==> config.mk <==
export PLATFORM = sky130hd
export DESIGN_NAME = seqcmp_unit
export DESIGN_NICKNAME = d
export VERILOG_FILES = /design/src/rtl/seqcmp_pkg.sv /design/src/rtl/seqcmp_bounds.sv /design/src/rtl/seqcmp_walker.sv /design/src/rtl/seqcmp_result.sv /design/src/rtl/seqcmp_unit.sv
export SDC_FILE = /design/constraint.sdc
export NUM_CORES = 1
export LEC_CHECK = 0
export ABC_AREA = 1
export BUFFER_PORTS_ARGS = -buffer_cell sky130_fd_sc_hd__clkbuf_2
export CELL_PAD_IN_SITES_DETAIL_PLACEMENT = 1
export CELL_PAD_IN_SITES_GLOBAL_PLACEMENT = 2
export CORE_MARGIN = 2
export CORE_UTILIZATION = 27
export CTS_CLUSTER_DIAMETER = 40
export DETAILED_ROUTE_END_ITERATION = 16
export PLACE_DENSITY = 0.86
export SLEW_MARGIN = 25
export SYNTH_ARGS = -nofsm -noshare
export SYNTH_HDL_FRONTEND = slang
export SYNTH_SLANG_ARGS = --single-unit
==> constraint.sdc <==
create_clock -name clk -period 3.3 [get_ports clk]
set_input_delay 0.33 -clock clk [delete_from_list [all_inputs] [get_ports clk]]
set_output_delay 0.33 -clock clk [all_outputs]
set_load 0.02 [all_outputs]
==> src/rtl/seqcmp_pkg.sv <==
package seqcmp_pkg;

  typedef enum logic [0:0] {
    ST_IDLE = 1'b0,
    ST_WALK = 1'b1
  } seq_state_e;

  // Span end past packet end; operands zero-extended by the caller.
  function automatic logic span_exceeds(input logic [63:0] off,
                                        input logic [63:0] cnt,
                                        input logic [63:0] len);
    return (off + cnt) > len;
  endfunction

  function automatic logic bytes_differ(input logic [7:0] a,
                                        input logic [7:0] b);
    return a != b;
  endfunction

endpackage

==> src/rtl/seqcmp_bounds.sv <==
module seqcmp_bounds #(
  parameter int OFF_W = 32,
  parameter int CNT_W = 16
) (
  input  logic [OFF_W-1:0] off_i,
  input  logic [CNT_W-1:0] cnt_i,
  input  logic [OFF_W-1:0] len_i,
  output logic             oob_o,
  output logic             empty_o
);
  import seqcmp_pkg::*;

  always_comb begin
    oob_o   = span_exceeds(64'(off_i), 64'(cnt_i), 64'(len_i));
    empty_o = (cnt_i == '0);
  end

endmodule

==> src/rtl/seqcmp_walker.sv <==
module seqcmp_walker #(
  parameter int PROG_AW = 10,
  parameter int OFF_W   = 32,
  parameter int CNT_W   = 16
) (
  input  logic               clk,
  input  logic               rst_n,
  input  logic               load_i,
  input  logic               step_i,
  input  logic [PROG_AW-1:0] lit_i,
  input  logic [OFF_W-1:0]   off_i,
  input  logic [CNT_W-1:0]   cnt_i,
  output logic [PROG_AW-1:0] prog_addr_o,
  output logic [OFF_W-1:0]   pkt_addr_o,
  output logic               last_o
);
  logic [PROG_AW-1:0] prog_q;
  logic [OFF_W-1:0]   pkt_q;
  logic [CNT_W-1:0]   remain_q;

  always_ff @(posedge clk) begin
    if (!rst_n) begin
      prog_q   <= '0;
      pkt_q    <= '0;
      remain_q <= '0;
    end else if (load_i) begin
      prog_q   <= lit_i;
      pkt_q    <= off_i;
      remain_q <= cnt_i;
    end else if (step_i) begin
      prog_q   <= prog_q + PROG_AW'(1);
      pkt_q    <= pkt_q + OFF_W'(1);
      remain_q <= remain_q - CNT_W'(1);
    end
  end

  assign prog_addr_o = prog_q;
  assign pkt_addr_o  = pkt_q;
  assign last_o      = (remain_q == CNT_W'(1));


  addr_step_chk: assert property (@(posedge clk) disable iff (!rst_n)
    $past(step_i) && !$past(load_i) |->
      (prog_addr_o == $past(prog_addr_o) + PROG_AW'(1)) &&
      (pkt_addr_o == $past(pkt_addr_o) + OFF_W'(1)));

endmodule

==> src/rtl/seqcmp_result.sv <==
module seqcmp_result #(
  parameter int PROG_AW = 10
) (
  input  logic               clk,
  input  logic               rst_n,
  input  logic               finish_i,
  input  logic               mis_i,
  input  logic               oob_i,
  input  logic [PROG_AW-1:0] next_i,
  output logic               done_o,
  output logic               mismatch_o,
  output logic               oob_o,
  output logic [PROG_AW-1:0] next_addr_o
);
  always_ff @(posedge clk) begin
    if (!rst_n) begin
      done_o      <= 1'b0;
      mismatch_o  <= 1'b0;
      oob_o       <= 1'b0;
      next_addr_o <= '0;
    end else begin
      done_o <= finish_i;
      if (finish_i) begin
        mismatch_o  <= mis_i;
        oob_o       <= oob_i;
        next_addr_o <= next_i;
      end
    end
  end


  hold_result_chk: assert property (@(posedge clk) disable iff (!rst_n)
    !done_o |-> $stable(mismatch_o) && $stable(oob_o) && $stable(next_addr_o));

endmodule

==> src/rtl/seqcmp_unit.sv <==
module seqcmp_unit #(
  parameter int PROG_AW = 10,
  parameter int OFF_W   = 32,
  parameter int CNT_W   = 16
) (
  input  logic               clk,
  input  logic               rst_n,
  input  logic               start_i,
  input  logic [PROG_AW-1:0] lit_addr_i,
  input  logic [OFF_W-1:0]   pkt_off_i,
  input  logic [CNT_W-1:0]   cnt_i,
  input  logic [OFF_W-1:0]   pkt_len_i,
  output logic [PROG_AW-1:0] prog_rd_addr_o,
  input  logic [7:0]         prog_rd_data_i,
  output logic [OFF_W-1:0]   pkt_rd_addr_o,
  input  logic [7:0]         pkt_rd_data_i,
  output logic               busy_o,
  output logic               done_o,
  output logic               mismatch_o,
  output logic               oob_o,
  output logic [PROG_AW-1:0] next_addr_o
);
  import seqcmp_pkg::*;

  localparam int SUM_W = ((PROG_AW > CNT_W) ? PROG_AW : CNT_W) + 1;

  seq_state_e         state_q;
  logic [PROG_AW-1:0] next_q;
  logic [SUM_W-1:0]   end_sum;
  logic [PROG_AW-1:0] next_c;

  // Named internal events
  logic accept;
  logic span_oob;
  logic span_empty;
  logic instant_end;
  logic byte_diff;
  logic last_byte;
  logic walk_end;
  logic finish;
  logic fin_mis;
  logic fin_oob;
  logic [PROG_AW-1:0] fin_next;

  seqcmp_bounds #(.OFF_W(OFF_W), .CNT_W(CNT_W)) u_bounds (
    .off_i   (pkt_off_i),
    .cnt_i   (cnt_i),
    .len_i   (pkt_len_i),
    .oob_o   (span_oob),
    .empty_o (span_empty)
  );

  assign busy_o      = (state_q == ST_WALK);
  assign accept      = start_i && !busy_o;
  assign instant_end = accept && (span_oob || span_empty);
  assign byte_diff   = busy_o && bytes_differ(prog_rd_data_i, pkt_rd_data_i);
  assign walk_end    = busy_o && (byte_diff || last_byte);
  assign finish      = instant_end || walk_end;
  assign fin_mis     = walk_end && byte_diff;
  assign fin_oob     = instant_end && span_oob;

  assign end_sum  = SUM_W'(lit_addr_i) + SUM_W'(cnt_i);
  assign next_c   = end_sum[PROG_AW-1:0];
  assign fin_next = busy_o ? next_q : next_c;

  seqcmp_walker #(.PROG_AW(PROG_AW), .OFF_W(OFF_W), .CNT_W(CNT_W)) u_walker (
    .clk         (clk),
    .rst_n       (rst_n),
    .load_i      (accept && !instant_end),
    .step_i      (busy_o && !walk_end),
    .lit_i       (lit_addr_i),
    .off_i       (pkt_off_i),
    .cnt_i       (cnt_i),
    .prog_addr_o (prog_rd_addr_o),
    .pkt_addr_o  (pkt_rd_addr_o),
    .last_o      (last_byte)
  );

  always_ff @(posedge clk) begin
    if (!rst_n) begin
      state_q <= ST_IDLE;
      next_q  <= '0;
    end else begin
      case (state_q)
        ST_IDLE: if (accept && !instant_end) begin
          state_q <= ST_WALK;
          next_q  <= next_c;
        end
        ST_WALK: if (walk_end) state_q <= ST_IDLE;
        default: state_q <= ST_IDLE;
      endcase
    end
  end

  seqcmp_result #(.PROG_AW(PROG_AW)) u_result (
    .clk         (clk),
    .rst_n       (rst_n),
    .finish_i    (finish),
    .mis_i       (fin_mis),
    .oob_i       (fin_oob),
    .next_i      (fin_next),
    .done_o      (done_o),
    .mismatch_o  (mismatch_o),
    .oob_o       (oob_o),
    .next_addr_o (next_addr_o)
  );


  stop_on_diff_chk: assert property (@(posedge clk) disable iff (!rst_n)
    byte_diff |=> done_o && mismatch_o && !busy_o);


  match_end_chk: assert property (@(posedge clk) disable iff (!rst_n)
    busy_o && last_byte && !byte_diff |=> done_o && !mismatch_o && !oob_o);


  oob_no_walk_chk: assert property (@(posedge clk) disable iff (!rst_n)
    done_o && oob_o |-> !$past(busy_o) && !mismatch_o);


  start_ignored_chk: assert property (@(posedge clk) disable iff (!rst_n)
    busy_o && start_i && !walk_end |=> busy_o && $stable(next_q));


  done_busy_excl_chk: assert property (@(posedge clk) disable iff (!rst_n)
    !(busy_o && done_o));

endmodule

# == Word-level counts from Yosys, hierarchy flattened ==
# Index checks and enable logic that the tools add are counted.
# classes
bitwise_logic,1
muxes,10
eq_ne,2
n_reduce_logical,17
order_cmp,1
n_addsub,5
# ops
operator,n
greater-than comparator 64 x 32 -> 1 bit,1
2-to-1 mux 32 bit,2
adder 32 x 16 -> 33 bit,1
"adder 32 x 1 -> 32 bit, second input constant",1
2-to-1 mux 16 bit,2
2-to-1 mux 10 bit,3
"equality test 16 x 1 -> 1 bit, second input constant",1
logical NOT 16 bit,1
"subtractor 16 x 1 -> 16 bit, second input constant",1
"adder 10 x 1 -> 10 bit, second input constant",1
adder 10 bit,1
logical AND 1 bit,8
!= test 8 bit,1
logical NOT 1 bit,3
logical OR 1 bit,3
2-to-1 mux 1 bit,2
case mux 1 bit (2 select lines),1
AND reduction 2 bit,1
nonzero test 2 bit,1
NOT 1 bit,1
# totals
word_cells,45
out_inout_bits,56
in_bits,109
register_bits,82

# == Longest topological paths before layout ==
# logic_depth
depth_word,8
depth_mapped,26

# == By module ==
# Synthesis repeated with hierarchy kept, for this count alone.
# unflattened
hier_cells,1293
area_unflattened_um2,7828.8
# modules_own_cells
module,n_inst,area_per_inst_um2,cells_per_inst,seq_area_each_um2
seqcmp_walker,1,3748.6,602,1161.1
seqcmp_bounds,1,2372.3,422,0.0
seqcmp_unit,1,1169.9,190,220.2
seqcmp_result,1,538.0,79,260.2

# == Worst setup path after synthesis ==
# Ideal clock, no wire load.
# synth_timing
path_type,input port to flip-flop
startpoint,input pkt_off_i[12]
endpoint,register u_walker.pkt_q[13] (netlist: u_walker.pkt_addr_o[13])
setup_slack_ns,-0.267
t_arrival_ns,3.439
path_stages,24
t_required_ns,3.172
setup_time_ns,0.128
path_cell_list,ha_1 nand2_1 inv_1 nand3_1 nor3_1 nand4_1 nand3_1 nor3b_1 nand3_1 xnor2_1 ha_1 nand2_1 nor2_1 and2_1 inv_1 nor2_1 nand3_1 nand2_4 nand3_4 nand2_2 buf_6 nor2_2 nor2_1 nor2_1
# synth_via
elab_chain_len,7
elab_cells_between_ends,8
cone_classes,add/sub (1); order compare (1); mux (1); reduce/logical (5)
# synth_rtl
element,line,text
from (decl),seqcmp_unit.sv:10,"input logic [OFF_W-1:0] pkt_off_i,"
adder 32 x 16 -> 33 bit *,seqcmp_pkg.sv:12,return (off + cnt) > len;
greater-than comparator 64 x 32 -> 1 bit *,seqcmp_pkg.sv:12,
logical OR 1 bit *,seqcmp_unit.sv:55,assign instant_end = accept && (span_oob || span_empty);
logical AND 1 bit *,seqcmp_unit.sv:55,
logical NOT 1 bit *,seqcmp_unit.sv:69,".load_i (accept && !instant_end),"
logical AND 1 bit *,seqcmp_unit.sv:69,
2-to-1 mux 32 bit or nonzero test 2 bit (tied branches),n/a,
to (signal assigned),seqcmp_walker.sv:28,pkt_q <= off_i;
to (signal assigned),seqcmp_walker.sv:32,pkt_q <= pkt_q + OFF_W'(1);
to (decl),seqcmp_walker.sv:18,logic [OFF_W-1:0] pkt_q;
# Every way passes the cells marked *; elsewhere a longest branch is shown, timed or not.
# A chain may end at the register's enable or synchronous reset.

# == Worst setup path in the final report ==
# layout_timing
startpoint,input cnt_i[15]
endpoint,register next_q[5]
# layout_via
elab_chain_len,7
elab_cells_between_ends,8
cone_classes,add/sub (1); order compare (1); reduce/logical (6)
# layout_rtl
element,line,text
from (decl),seqcmp_unit.sv:11,"input logic [CNT_W-1:0] cnt_i,"
adder 32 x 16 -> 33 bit,seqcmp_pkg.sv:12,
greater-than comparator 64 x 32 -> 1 bit,seqcmp_pkg.sv:12,
logical OR 1 bit *,seqcmp_unit.sv:55,
logical AND 1 bit *,seqcmp_unit.sv:55,
logical NOT 1 bit *,seqcmp_unit.sv:85,ST_IDLE: if (accept && !instant_end) begin
logical AND 1 bit *,seqcmp_unit.sv:85,
AND reduction 2 bit (no line) *,n/a,
to (signal assigned),seqcmp_unit.sv:87,next_q <= next_c;
to (decl),seqcmp_unit.sv:28,logic [PROG_AW-1:0] next_q;
# Marks and branches as above.

==> results by group <==
Logic synthesis
  • Post-synthesis simple-gate area fraction: 0.330
  • Adder-cell share of the synthesized area: 0.110
  • Compound-Gate Fraction of Synth Area: 0.114
  • Cell variety after synth: 42
  • Synth Area in XOR/XNOR: 0.117
  • Mean Syn Cell Area: 6.46 sq um
  • Main combinational cell family by area after synthesis: simple AND/OR/NAND/NOR gates
  • Sequential area share after synthesis: 0.225
  • #FFs+latches synth: 82
  • Ys Warns: 0
  • Syn Nets: 1,303
  • Cell area after synthesis: 7310 sq um
  • Synth Instances: 1,131
  • Multiplexer area fraction after synthesis: 0

Drt
  • Vias/cell: 4.82
  • Number of remaining DRC errors: 0
  • Routed Wire Length: 29.0 mm
  • Routed WL per cell: 16.6 um
  • Antenna violation net count after detailed routing: 0
  • Initial DRC Count: 360
  • First-pass DRT Iterations: 5
  • Vias post-DR: 8,404

Placed design
  • RD Place Congestion: 0.885
  • Worst slack, placed: -0.855 ns
  • Dpl hpwl: 22.5 mm
  • # placed instances: 1,711
  • IO buf count: 164
  • Placed cell area: 9300 sq um

Finish
  • Storage cell area: 1640 sq um
  • Filler cells: 3,429
  • Layout Nets: 1,569
  • Total inserted antenna cells: 0
  • Synth-to-layout area growth: 41.8%
  • Commonest non-fill, non-tap cell in the layout: nand2_1
  • Final Non-Filler Cells: 1,743
  • Post-route cell area: 10,400 sq um
  • Area of the multi-input gates: 5430 sq um
  • Layout cells sized above 1: 0.305
  • Most frequent cells in the layout: 210 x nand2_1, 157 x clkbuf_2, 148 x inv_1

STA
  • Slew HR: 0.523
  • Final Hold Viols: 0
  • Tmin final: 3.53 ns
  • Fin crit share: 1.07
  • # setup viols final: 81
  • Highest achievable clock rate: 283 MHz
  • RSZ-0062 raised after global routing: true
  • Final WS setup: -0.234 ns
  • Final TNS setup: -12.27 ns
  • Final Skew: 0.0112 ns
  • Slew @ Worst Pin: 0.708 ns
  • Pins over their slew limit: 0

Setup path
  • Worst Path Arrival: 3.83 ns
  • Worst-path fanout max: 5
  • CP startpoint: cnt_i[15]
  • WP data required: 3.59 ns
  • Setup crit start kind: input port
  • Crit path kind: in -> reg
  • CP endpoint kind: register
  • Worst r2r src: u_walker.pkt_addr_o[0]

Clock network
  • Clk_lat worst skew: 0.36 ns
  • CTS tree: done
  • Clock root buffer: clkbuf_16
  • Reg clk slew, reported paths: 0.08 ns
  • Clk sinks: 82
  • # H-tree levels: 3
  • CTS max path bufs: 2
  • Cts bufs inserted: 9

Pwr
  • Leak Pwr: 4.90 nW
  • Peak supply drop: 0.252 mV
  • Pwr/cell area: 354 nW/um^2

Min path
  • Min-delay worst type: in -> reg
  • HP Start: lit_addr_i[0]

Status
  • Failing checks: setup timing
  • Status: finished, violations left

GRT
  • Largest net degree at the start of global routing: 41
  • Initial antenna violation count: 0
  • Tot GR Track Use: 0.199
  • Vias in the first global route: 8,832
  • GRT overflow: 0
  • First-pass GRT wire length: 44.9 mm

Run
  • Max_cap viols: 0

Floorplanning
  • Core Region: 26,800 sq um
  • Die Span X: 169 um
  • Num rows: 60
  • DIE AREA: 28,400 sq um
  • Starting Density: 0.273
  • Ports: 165
  • DIE HEIGHT: 169 um
==> where the power goes <==
part	switching (mW)	total (mW)	internal (mW)
clock	0.516	1.06	0.542
combinational	0.833	1.46	0.623
sequential	0.0826	1.16	1.07
==> flip-flops by register name, indices dropped and copies added, names as in the netlist <==
signal	cells
u_walker.pkt_addr_o	32
u_walker.remain_q	16
next_q	10
u_result.next_addr_o	10
u_walker.prog_addr_o	10
busy_o	1
u_result.done_o	1
u_result.mismatch_o	1
u_result.oob_o	1
==> metal layers <==
| metal | up-vias | GRT usage | wire (um) |
|---|---|---|---|
| met4 | 0 | 0.0562 | 536 |
| li1 | 4206 | - | - |
| met2 | 182 | 0.358 | 14400 |
| met3 | 31 | 0.0339 | 1280 |
| met1 | 3985 | 0.244 | 12800 |
| met5 | - | 0 | 0 |
==> layout make-up <==
type                            count  share of cell area
Clock buffer                        9              0.0217
Clock inverter                      7             0.00736
Inverter                          153              0.0554
Multi-Input combinational cell    858               0.524
Sequential cell                    82               0.158
Tap cell                          341              0.0412
Timing Repair Buffer              293               0.192
==> worst max-delay path, cell delays in order <==
cell and delay (ns):
clkbuf_2 0.14, ha_4 0.30, nand2_2 0.07, nor3_4 0.23, nand4_1 0.22, buf_4 0.21, a31oi_4 0.19, nor3b_2 0.21
xor2_1 0.17, ha_1 0.27, nand2_1 0.07, nor2_1 0.04, and2_4 0.13, inv_2 0.08, a21oi_2 0.04, nor2_2 0.10
nand3_2 0.10, nand2_4 0.14, nand3_4 0.13, buf_6 0.18, buf_6 0.12, or2_1 0.21, a21oi_1 0.13
==> Yosys cell counts <==
library cell / number / area, sq um
a21boi_0: 1 / 7.51
a21o_1: 4 / 30.0
a21oi_1: 92 / 460
a21oi_2: 1 / 8.76
a31oi_1: 4 / 25.0
and2_1: 1 / 6.26
buf_1: 3 / 11.3
buf_2: 10 / 50.1
buf_4: 1 / 7.51
buf_6: 3 / 33.8
clkbuf_1: 21 / 78.8
clkbuf_2: 1 / 5.00
clkinv_1: 1 / 3.75
dfxtp_1: 82 / 1640
fa_1: 2 / 40.0
ha_1: 61 / 763
inv_1: 150 / 563
inv_2: 2 / 7.51
nand2_1: 220 / 826
nand2_2: 4 / 25.0
nand2_4: 1 / 11.3
nand3_1: 68 / 340
nand3_4: 1 / 17.5
nand3b_1: 1 / 7.51
nand4_1: 49 / 307
nor2_1: 128 / 480
nor2_2: 22 / 138
nor3_1: 23 / 115
nor3_2: 1 / 10.0
nor3b_1: 2 / 15.0
nor4_1: 8 / 50.1
o211ai_1: 2 / 15.0
o21a_1: 4 / 30.0
o21ai_0: 44 / 220
o21ai_1: 1 / 5.00
o21bai_1: 3 / 22.5
o311ai_0: 1 / 8.76
or2_1: 4 / 25.0
or2_2: 5 / 31.3
or3_1: 1 / 6.26
xnor2_1: 35 / 307
xor2_1: 63 / 552
==> metrics by stage <==
step	hold WS, ns	utilization	power, mW
final	0.190	0.387	3.67
after global routing	0.197	0.387	3.91
after CTS	0.180	0.371	3.61
after detailed placement	0.448	0.347	2.45
after global placement	0.436	0.347	2.42
after floorplan	0.425	-	1.93
==> timing repair <==
item,CTS,global route
pin swaps,28,49
gates cloned,3,2
resized for setup,50,103
hold buffers,0,0
setup endpoints to repair,82,82
buffers inserted,8,5
==> kinds of logic (layout without fill, tap and decap cells) <==
logic type	Yosys count	count (layout)
AND/OR/NAND/NOR	539	540
flip-flops	82	82
adder cells (fa/ha/maj)	63	63
XOR/XNOR	98	98
buffers and inverters	192	462
AO/OA/AOI/OAI	157	157
==> worst paths after layout <==
kind                            cells past startpoint                       to  slack, ns
worst max-delay path                               23                next_q[5]      -0.23
worst min-delay path                                2  u_walker.prog_addr_o[0]       0.19
worst min register to register                      2                next_q[4]       0.45
worst max register to register                     14  u_walker.pkt_addr_o[30]       0.70
Power figures use the tool's default switching activity.
